`src/rtl/isa_legal_pkg.sv`:
```
package isa_legal_pkg;
  localparam int unsigned EXT_W = 26;
  localparam int unsigned BIT_A = 0;
  localparam int unsigned BIT_C = 2;
  localparam int unsigned BIT_D = 3;
  localparam int unsigned BIT_E = 4;
  localparam int unsigned BIT_F = 5;
  localparam int unsigned BIT_I = 8;
  localparam int unsigned BIT_M = 12;
  localparam int unsigned BIT_S = 18;
  localparam int unsigned BIT_U = 20;

  // Extensions this block is able to hold
  function automatic logic [EXT_W-1:0] impl_mask();
    logic [EXT_W-1:0] m;
    m = '0;
    m[BIT_A] = 1'b1;
    m[BIT_C] = 1'b1;
    m[BIT_D] = 1'b1;
    m[BIT_E] = 1'b1;
    m[BIT_F] = 1'b1;
    m[BIT_I] = 1'b1;
    m[BIT_M] = 1'b1;
    m[BIT_S] = 1'b1;
    m[BIT_U] = 1'b1;
    return m;
  endfunction

  function automatic logic [1:0] width_code(int unsigned xlen);
    if (xlen >= 128)     return 2'd3;
    else if (xlen >= 64) return 2'd2;
    else                 return 2'd1;
  endfunction
endpackage

```
`src/rtl/isa_write_filter.sv`:
```
module isa_write_filter
  import isa_legal_pkg::*;
#(
  parameter int unsigned XLEN = 32
) (
  input  logic             wr_valid,
  input  logic             wr_enable,
  input  logic [XLEN-1:0]  wr_data,
  input  logic [XLEN-1:0]  hart_mask,
  output logic             accept,
  output logic [EXT_W-1:0] masked_ext
);
  localparam logic [EXT_W-1:0] IMPL = impl_mask();

  logic has_base;
  logic has_e;
  logic unused_hi;

  assign has_e     = wr_data[BIT_E];
  assign has_base  = wr_data[BIT_I] | wr_data[BIT_E];
  // drop rules in order: strap, missing base, embedded base
  assign accept    = wr_valid & wr_enable & has_base & ~has_e;
  assign masked_ext = wr_data[EXT_W-1:0] & hart_mask[EXT_W-1:0] & IMPL;
  assign unused_hi = ^{wr_data[XLEN-1:EXT_W], hart_mask[XLEN-1:EXT_W]};
endmodule

```
`src/rtl/isa_dep_fixup.sv`:
```
module isa_dep_fixup
  import isa_legal_pkg::*;
#(
  parameter int unsigned XLEN = 32
) (
  input  logic [EXT_W-1:0] masked_ext,
  input  logic [EXT_W-1:0] cur_ext,
  input  logic [XLEN-1:0]  next_pc,
  output logic [EXT_W-1:0] fixed_ext
);
  logic misaligned;
  logic unused_pc;

  assign misaligned = |next_pc[1:0];
  assign unused_pc  = ^next_pc[XLEN-1:2];

  always_comb begin
    fixed_ext = masked_ext;
    // double precision requires single precision
    if (fixed_ext[BIT_D] && !fixed_ext[BIT_F])
      fixed_ext[BIT_D] = 1'b0;
    // compressed cannot be turned off under a half-word aligned fetch
    if (cur_ext[BIT_C] && !fixed_ext[BIT_C] && misaligned)
      fixed_ext[BIT_C] = 1'b1;
  end
endmodule

```
`src/rtl/isa_state_reg.sv`:
```
module isa_state_reg
  import isa_legal_pkg::*;
#(
  parameter int unsigned XLEN = 32
) (
  input  logic             clk,
  input  logic             rst,
  input  logic [EXT_W-1:0] reset_ext,
  input  logic             accept,
  input  logic [EXT_W-1:0] new_ext,
  output logic [EXT_W-1:0] cur_ext,
  output logic [XLEN-1:0]  isa_value,
  output logic             flush_pulse
);
  localparam logic [EXT_W-1:0] IMPL = impl_mask();
  localparam logic [1:0]       WCODE = width_code(XLEN);
  localparam int unsigned      GAP_W = XLEN - EXT_W - 2;

  logic [EXT_W-1:0] ext_q;
  logic             flush_q;

  always_ff @(posedge clk) begin
    if (rst) begin
      ext_q   <= reset_ext & IMPL;
      flush_q <= 1'b0;
    end else if (accept) begin
      ext_q   <= new_ext;
      flush_q <= (new_ext != ext_q);
    end else begin
      flush_q <= 1'b0;
    end
  end

  generate
    if (GAP_W > 0) begin : g_gap
      assign isa_value = {WCODE, {GAP_W{1'b0}}, ext_q};
    end else begin : g_nogap
      assign isa_value = {WCODE, ext_q};
    end
  endgenerate

  assign cur_ext     = ext_q;
  assign flush_pulse = flush_q;

  assert_flush_tracks_change_R9: assert property (@(posedge clk) disable iff (rst)
    !$past(rst) |-> (flush_pulse == (isa_value != $past(isa_value))));

  assert_width_stable_R8: assert property (@(posedge clk) disable iff (rst)
    !$past(rst) |-> $stable(isa_value[XLEN-1:XLEN-2]));
endmodule

```
`src/rtl/isa_reg_legalizer.sv`:
```
module isa_reg_legalizer
  import isa_legal_pkg::*;
#(
  parameter int unsigned XLEN = 32
) (
  input  logic            clk,
  input  logic            rst,
  input  logic            wr_valid,
  input  logic [XLEN-1:0] wr_data,
  input  logic            wr_enable,
  input  logic [XLEN-1:0] hart_mask,
  input  logic [XLEN-1:0] next_pc,
  output logic [XLEN-1:0] isa_value,
  output logic            flush_pulse
);
  localparam logic [EXT_W-1:0] IMPL = impl_mask();

  logic             accept;
  logic [EXT_W-1:0] masked_ext;
  logic [EXT_W-1:0] fixed_ext;
  logic [EXT_W-1:0] cur_ext;

  isa_write_filter #(.XLEN(XLEN)) u_filter (
    .wr_valid   (wr_valid),
    .wr_enable  (wr_enable),
    .wr_data    (wr_data),
    .hart_mask  (hart_mask),
    .accept     (accept),
    .masked_ext (masked_ext)
  );

  isa_dep_fixup #(.XLEN(XLEN)) u_fixup (
    .masked_ext (masked_ext),
    .cur_ext    (cur_ext),
    .next_pc    (next_pc),
    .fixed_ext  (fixed_ext)
  );

  isa_state_reg #(.XLEN(XLEN)) u_state (
    .clk         (clk),
    .rst         (rst),
    .reset_ext   (hart_mask[EXT_W-1:0]),
    .accept      (accept),
    .new_ext     (fixed_ext),
    .cur_ext     (cur_ext),
    .isa_value   (isa_value),
    .flush_pulse (flush_pulse)
  );

  assert_strap_off_hold_R2: assert property (@(posedge clk) disable iff (rst)
    (!$past(rst) && !$past(wr_enable)) |-> $stable(isa_value));

  assert_no_base_drop_R3: assert property (@(posedge clk) disable iff (rst)
    (!$past(rst) && !$past(wr_data[BIT_I]) && !$past(wr_data[BIT_E])) |-> $stable(isa_value));

  assert_embedded_drop_R4: assert property (@(posedge clk) disable iff (rst)
    (!$past(rst) && $past(wr_data[BIT_E])) |-> $stable(isa_value));

  assert_only_impl_bits_R5: assert property (@(posedge clk) disable iff (rst)
    1'b1 |-> ((isa_value[EXT_W-1:0] & ~IMPL) == '0));

  assert_d_needs_f_R6: assert property (@(posedge clk) disable iff (rst)
    accept |-> !(fixed_ext[BIT_D] && !fixed_ext[BIT_F]));

  assert_c_kept_misaligned_R7: assert property (@(posedge clk) disable iff (rst)
    (isa_value[BIT_C] && (next_pc[1:0] != 2'b00)) |=> isa_value[BIT_C]);
endmodule

```
`config.mk`:
```
export PLATFORM = sky130hd
export DESIGN_NAME = isa_reg_legalizer
export DESIGN_NICKNAME = d
export VERILOG_FILES = /design/src/rtl/isa_legal_pkg.sv /design/src/rtl/isa_write_filter.sv /design/src/rtl/isa_dep_fixup.sv /design/src/rtl/isa_state_reg.sv /design/src/rtl/isa_reg_legalizer.sv
export SDC_FILE = /design/constraint.sdc
export NUM_CORES = 1
export LEC_CHECK = 0
export CAP_MARGIN = 20
export CELL_PAD_IN_SITES_DETAIL_PLACEMENT = 1
export CELL_PAD_IN_SITES_GLOBAL_PLACEMENT = 1
export CORE_AREA = 2 2 85 79
export DETAILED_ROUTE_END_ITERATION = 8
export DIE_AREA = 0 0 87 81
export PLACE_DENSITY = 0.87
export REMOVE_ABC_BUFFERS = 1
export SLEW_MARGIN = 20
export SYNTH_ARGS = -nofsm -noshare
export SYNTH_HDL_FRONTEND = slang
export SYNTH_SLANG_ARGS = --single-unit
```
`constraint.sdc`:
```
create_clock -name clk -period 1.4 [get_ports clk]
set_clock_uncertainty 0.05 [all_clocks]
set_input_delay 0.21 -clock clk [delete_from_list [all_inputs] [get_ports clk]]
set_output_delay 0.21 -clock clk [all_outputs]
set_load 0.02 [all_outputs]
```
Word level (Yosys, flattened, before mapping)
Cells that the tools add are included.
{ "totals": {"regBits": 10, "elab_cells": 22, "inputBits": 100, "out_inout_bits": 33} }
{ "classes": {"eq_ne": 1, "bitwise_logic": 7, "mux": 4, "reduce_logical": 8} }
{ "ops": {"columns": ["op", "count"], "rows": [
  ["21-bit 2-to-1 mux", 2],
  ["21-bit bitwise AND", 1],
  ["9-bit inequality test", 1],
  ["2-bit OR reduction", 2],
  ["1-bit bitwise AND", 3],
  ["1-bit logical AND", 3],
  ["1-bit logical NOT", 2],
  ["1-bit 2-to-1 mux", 2],
  ["1-bit inverter", 2],
  ["2-bit nonzero test", 1],
  ["1-bit OR", 1]
]} }

Depth between registers and ports, before layout
Gate-level depths: netlist (run 1).
{ "logic_depth": {"word_depth": 7, "ltp_mapped": 4, "ltp_nobuf": 4} }

Hierarchy
A second synthesis (run 1) with hierarchy kept.
{ "unflattened": {"hier_cells": 205, "hier_area_um2": 1921.8} }
{ "modules_own_cells": {"columns": ["module", "seq_area_each_um2", "cells_per_inst", "instances", "area_per_inst_um2"], "rows": [
  ["isa_state_reg", 630.6, 150, 1, 1525.2],
  ["isa_write_filter", 0.0, 28, 1, 198.9],
  ["isa_dep_fixup", 0.0, 27, 1, 197.7]
]} }

Worst setup path after synthesis (run 1)
No wires, ideal clock.
{ "synth_path": {"kind": "register to register", "from": "reg u_state.ext_q[5] (netlist: u_state.cur_ext[5])", "to": "reg u_state.flush_q (netlist: u_state.flush_pulse)", "stages_incl_launch_ff": 5, "synth_period_minus_slack_ns": 1.434, "n_path_buf": 0, "arrival_ns": 1.264, "t_required_ns": 1.230, "setup_time_ns": 0.120, "setup_slack_ns": -0.034, "cell_sequence": "edfxtp_1 and3b_1 o32ai_1 o2111ai_1 o31a_1"} }
{ "synth_between": {"elab_chain_len": 1} }
{ "synth_lines": {"columns": ["item", "line_no", "text"], "rows": [
  ["start: declaration", "isa_state_reg.sv:19", "logic [EXT_W-1:0] ext_q;"],
  ["start signal: assignment", "isa_state_reg.sv:24", "ext_q <= reset_ext & IMPL;"],
  ["start signal: assignment", "isa_state_reg.sv:27", "ext_q <= new_ext;"],
  ["9-bit inequality test", "isa_state_reg.sv:28", "flush_q <= (new_ext != ext_q);"],
  ["end signal: assignment", "isa_state_reg.sv:28", null],
  ["end: declaration", "isa_state_reg.sv:20", "logic flush_q;"]
]} }
No other way between the ends.
A chain may end at the register's enable or synchronous reset.

Worst setup path in the final report (run 1)
Same ends and word-level chain as after synthesis.

==> results of run 1 <==
-- state kept, by name, indices dropped and copies added (netlist names) --
name,flops
u_state.cur_ext,9
u_state.flush_pulse,1
-- cell families (layout without fill, tap and decap cells) --
group           count (synthesis)  after routing  synth area share, %
buf+inv                        25             48                 24.9
compound gates                 16             16                 15.9
simple gates                   16             16                 10.9
flops                          10             10                 40.1
xor+xnor                        6              6                 7.25
other cells                     2             23                 1.04
-- through the flow --
step | setup slack (ps) | cells | hold slack, ps
2_1_floorplan | -33.9 | 72 | 322
3_3_place_gp | -265 | 189 | 609
3_5_place_dp | -334 | 189 | 619
4_1_cts | 13.4 | 193 | 516
5_1_grt | -48.3 | 194 | 557
6_report | 18.2 | 194 | 529
-- how the worst min path moves through the flow --
stage | end | slack, ps
2_1_floorplan | u_state.flush_pulse | 320
3_3_place_gp | u_state.cur_ext[2] | 610
3_5_place_dp | u_state.flush_pulse | 620
4_1_cts | u_state.cur_ext[5] | 520
5_1_grt | u_state.cur_ext[5] | 560
6_report | u_state.cur_ext[5] | 530
-- layout make-up --
class / instances / area (µm²)
tap: 75 / 93.8
fill: 746 / 5100
sequential: 10 / 290
timing repair buffer: 43 / 390
clock buffer: 4 / 55.1
multi-input combinational: 61 / 340
inverter: 1 / 3.75
-- layer usage --
| layer | part of all wire, % | track usage (%) | vias up | routed length, µm |
|---|---|---|---|---|
| met5 | 0 | 0 | - | 0 |
| met2 | 47 | 9.24 | 35 | 962 |
| met1 | 43 | 7.41 | 304 | 869 |
| met3 | 8.0 | 1.63 | 5 | 163 |
| met4 | 1.8 | 2.34 | 0 | 37 |
| li1 | - | - | 302 | - |
-- cells in the mapped netlist --
master / n / area [µm²]
and3b_1: 1 / 8.76
buf_4: 23 / 173
conb_1: 2 / 7.51
o31a_1: 1 / 8.76
inv_1: 1 / 3.75
dfxtp_1: 1 / 20.0
nand2_1: 7 / 26.3
a31oi_1: 1 / 6.26
nand3_1: 2 / 10.0
o21ai_0: 3 / 15.0
o21a_1: 7 / 52.6
clkbuf_1: 1 / 3.75
o21bai_1: 1 / 7.51
nor3_1: 1 / 5.00
nand2b_1: 1 / 6.26
edfxtp_1: 9 / 270
a21boi_0: 1 / 7.51
o2111ai_1: 1 / 8.76
nor2_1: 1 / 3.75
xor2_1: 6 / 52.6
nand4_1: 2 / 12.5
nor2b_1: 1 / 6.26
o32ai_1: 1 / 8.76
-- timing repair --
| item | in CTS | in global routing |
|---|---|---|
| endpoints found under the hold margin | 0 | 0 |
| setup endpoints to repair | 11 | 1 |
| setup buffers | 0 | 1 |
| cloned | 0 | 0 |
| pin swaps | 0 | 2 |
| gates resized for setup | 13 | 1 |
-- report_power, final --
group / internal (mW) / switching [mW]
logic: 0.131 / 0.163
clock network: 0.248 / 0.128
registers: 0.357 / 0.0182
-- worst max-delay path: cells and delay by family, from the launching register on --
family | cells | cell delay, ps
AO/OA/AOI/OAI | 4 | 810
flip-flops | 1 | 420
==> results_dict.tcl, run 1 <==
set metrics [dict create \
    finalCriticalPeriod_ps 1380 \
    core_area_um2 6270 \
    cts_tree "yes" \
    slowest_stage "edfxtp_1" \
    hold_violations 0 \
    critical_path.endpoint_type "flip-flop" \
    dp_hpwl_um 1740 \
    rsz0062_at_grt "true" \
    fin_crit_sh_pct 98.7 \
    wl_um 2030 \
    n_antenna_cell 0 \
    drt-initial-drc-count 8 \
    top_level_ports 133 \
    fmaxAchievable_mhz 724 \
    reg2regPathDepth 4 \
    die_w_um 87 \
    drv_cap 0 \
    track_usage_pct 5.81 \
    endpoint "u_state.flush_pulse" \
    clk_latency_ps 240 \
    root_buffer "clkbuf_8" \
    stdcell_area_um2 1170 \
    wl_per_cell_um 10.5 \
    vdd_ir_drop_max_mv 0.307 \
    required_ps 1480 \
    reg2reg_to "u_state.flush_pulse" \
    hold_buffers 0 \
    hold_depth 3 \
    slowest_delay_ps 420 \
    viasPerCell 3.33 \
    worstPathCellList "a21boi_1, o32ai_2, o2111ai_1, o31a_1" \
    ys_types 23 \
    fin_tns_setup_ps 0 \
    total_power_mw 1.04 \
    layout_commonest_cell "conb_1" \
    p_per_area_nw_per_um2 890 \
    ys.warnings.count 0 \
    worstPathArrival_ps 1460 \
    status "finished, final reports clean" \
    drive_above_1_share_pct 12.6 \
    cp_max_fo 4 \
    final_core_utilization_pct 18.7 \
    setup_viol 0 \
    syn-cell-area_um2 724 \
    synth-seq-cells 10 \
    initial_utilization_pct 11.6 \
    ys_seq_area_share_pct 40.1 \
    die_y_um 81 \
    drtAntennaViolNets 0 \
    cts_sinks 10 \
    crit_type "reg -> reg" \
    rows 28 \
    worstReg2RegStart "u_state.cur_ext[5]" \
    nets 220 \
    final_cell_mix "23 x conb_1, 21 x clkdlybuf4s50_1, 12 x dlygate4sd2_1, 10 x buf_4, 9 x edfxtp_1" \
    area_growth_pct 62.0 \
    p_leak_nw 0.486 \
    min_path_type "in -> reg" \
    crit_path_start_kind "flip-flop" \
    drv_slew 0 \
    rrSetupSlack_ps 20 \
    grt_max_degree 8 \
    io_buffers 33 \
    gr-total-overflow 0 \
    firstDrtPassIters 2 \
    synthCells 75 \
    antenna_found_initial 0 \
    dieArea_um2 7050 \
    worstSetupStartpoint "u_state.cur_ext[5]" \
    cts_buffers 3 \
    avgSynthCellArea_um2 9.66 \
    cts_max_level 1 \
    grt_pass1_vias 585 \
    place_congestion 0.665 \
    num_vias 646 \
    cts_buffer_depth 2 \
    place_area_um2 1120 \
    grt_pass1_wl_um 3000 \
    remaining_drc_errors 0 \
    worstHoldStart "hart_mask[5]" \
    path_clk_slew_ps 60 \
]
(Power assumes the default switching activity.)
==> inputs of run 2 (changes only) <==
--- a/config.mk
+++ b/config.mk
@@ -6,11 +6,12 @@
 export NUM_CORES = 1
 export LEC_CHECK = 0
 export CAP_MARGIN = 20
-export CELL_PAD_IN_SITES_DETAIL_PLACEMENT = 1
+export CELL_PAD_IN_SITES_DETAIL_PLACEMENT = 0
 export CELL_PAD_IN_SITES_GLOBAL_PLACEMENT = 1
-export CORE_AREA = 2 2 85 79
+export CORE_AREA = 3 3 86 80
 export DETAILED_ROUTE_END_ITERATION = 8
-export DIE_AREA = 0 0 87 81
+export DIE_AREA = 0 0 89 83
+export GPL_ROUTABILITY_DRIVEN = 0
 export PLACE_DENSITY = 0.87
 export REMOVE_ABC_BUFFERS = 1
 export SLEW_MARGIN = 20
==> run 2 against run 1 <==
  * Highest routed layer is now met3
  * Largest cell class unchanged
  * Worst hold slack worse by 88 ps
  * Sequential power about the same
  * Total power is 1.8% lower
  * Combinational power decreased by 4%
  * Global-route usage is 1.1 points lower
  * Sequential share of layout area grew 0.57 points
  * Routed wire length decreased by 10%
  * Critical endpoint unchanged
  * Critical path depth stayed put
  * Cell count decreased by 3.1%
  * Core utilization rose by 0.26 points
  * Final area down 2.2%
  * Non-clock buffer count down 3
==> results_dict.tcl, run 2 (synthesized netlist as in run 1, its figures left out) <==
set metrics [dict create \
    status "finished, final reports clean" \
    rows 27 \
    die_y_um 83 \
    cp_max_fo 4 \
    gr-total-overflow 0 \
    setup_viol 0 \
    dieArea_um2 7390 \
    crit_type "reg -> reg" \
    area_growth_pct 58.4 \
    firstDrtPassIters 4 \
    cts_buffers 3 \
    drv_slew 0 \
    whs_ps 441 \
    fmaxAchievable_mhz 746 \
    remaining_drc_errors 0 \
    final_cell_mix "23 x conb_1, 21 x clkdlybuf4s50_1, 12 x dlygate4sd2_1, 9 x edfxtp_1" \
    core_area_um2 6050 \
    wl_per_cell_um 9.70 \
    io_buffers 33 \
    initial_utilization_pct 12.0 \
    layout_commonest_cell "conb_1" \
    cts_sinks 10 \
    rsz0062_at_grt "true" \
    drt-initial-drc-count 6 \
    p_leak_nw 0.471 \
    dp_hpwl_um 1630 \
    slowest_stage "edfxtp_1" \
    viasPerCell 3.14 \
    cts_tree "yes" \
    top_level_ports 133 \
    grt_pass1_wl_um 2680 \
    cts_buffer_depth 2 \
    place_area_um2 1100 \
    drv_cap 0 \
    crit_path_start_kind "flip-flop" \
    nFillCells 669 \
    antenna_found_initial 0 \
    wl_um 1820 \
    n_antenna_cell 0 \
    die_w_um 89 \
    min_path_type "in -> reg" \
    hold_violations 0 \
    stdcell_area_um2 1150 \
    drtAntennaViolNets 0 \
    fin_crit_sh_pct 95.7 \
    post_cts_buffers 0 \
    num_vias 590 \
    worstPathCellList "and3b_1, o32ai_2, o2111ai_1, o31a_1" \
    drive_above_1_share_pct 10.3 \
    hold_buffers 0 \
    clk_latency_ps 240 \
    slowest_delay_ps 360 \
    largest_reg_flops 9 \
    p_per_area_nw_per_um2 894 \
    grt_pass1_vias 586 \
    fin_tns_setup_ps 0 \
    critical_path.endpoint_type "flip-flop" \
    worstPathArrival_ps 1420 \
    root_buffer "clkbuf_8" \
    grt_max_degree 8 \
    path_clk_slew_ps 50 \
    track_usage_pct 4.76 \
    vdd_ir_drop_max_mv 0.336 \
    finalCriticalPeriod_ps 1340 \
    final_cells 188 \
    nets 217 \
    required_ps 1480 \
    cts_max_level 1 \
    dpl.cell_count 184 \
]
-- run 2: cell count changes in the layout (fill, tap and decap cells not counted) --
cell and change:
a21boi_0 +1, a21boi_1 -1, buf_4 -3
-- run 2: metrics by stage --
stage	setup slack (ps)	util [%]	power (mW)
CTS	29.6	18.8	1.04
global placement	-288	18.2	0.681
global route	-57.4	19.0	1.09
floorplan	-33.9	-	0.521
finish	60.2	19.0	1.03
detailed placement	-338	18.2	0.683
-- run 2: critical path: cells and delay by family, from the launching register on --
kind | cells | cell delay [ps]
compound gates | 3 | 630
simple gates | 1 | 190
flops | 1 | 360
-- run 2: layout make-up --
class,count,area [µm²],area share [%]
Sequential cell,10,290,25.3
Multi-Input combinational cell,61,340,29.7
Clock buffer,4,55.1,4.80
Tap cell,72,90.1,7.85
Timing Repair Buffer,40,368,32.1
Inverter,1,3.75,0.327
-- run 2: power breakdown --
group / internal (mW) / total, mW / switching, mW / leakage, nW
Clock: 0.248 / 0.369 / 0.121 / 0.0288
Sequential: 0.357 / 0.375 / 0.0178 / 0.0963
Combinational: 0.124 / 0.282 / 0.158 / 0.346
-- run 2: final timing paths --
check / from / to / slack [ps] / cells past startpoint
min reg2reg: u_state.cur_ext[0] / u_state.flush_pulse / 630 / 3
max reg2reg: u_state.cur_ext[5] / u_state.flush_pulse / 60 / 4
min: hart_mask[5] / u_state.cur_ext[5] / 440 / 2
max: u_state.cur_ext[5] / u_state.flush_pulse / 60 / 4
-- run 2: metal layers --
layer	share of wire, %	up-vias	GRT usage (%)
met3	6.4	0	1.49
met2	53	26	8.43
met4	0	0	1.62
met1	41	266	5.23
li1	-	298	-
met5	0	-	0
-- run 2: timing repair --
action | CTS | global route
pin swaps | 0 | 1
endpoints found under the setup margin | 11 | 1
resized for setup | 12 | 1
gates cloned | 0 | 0
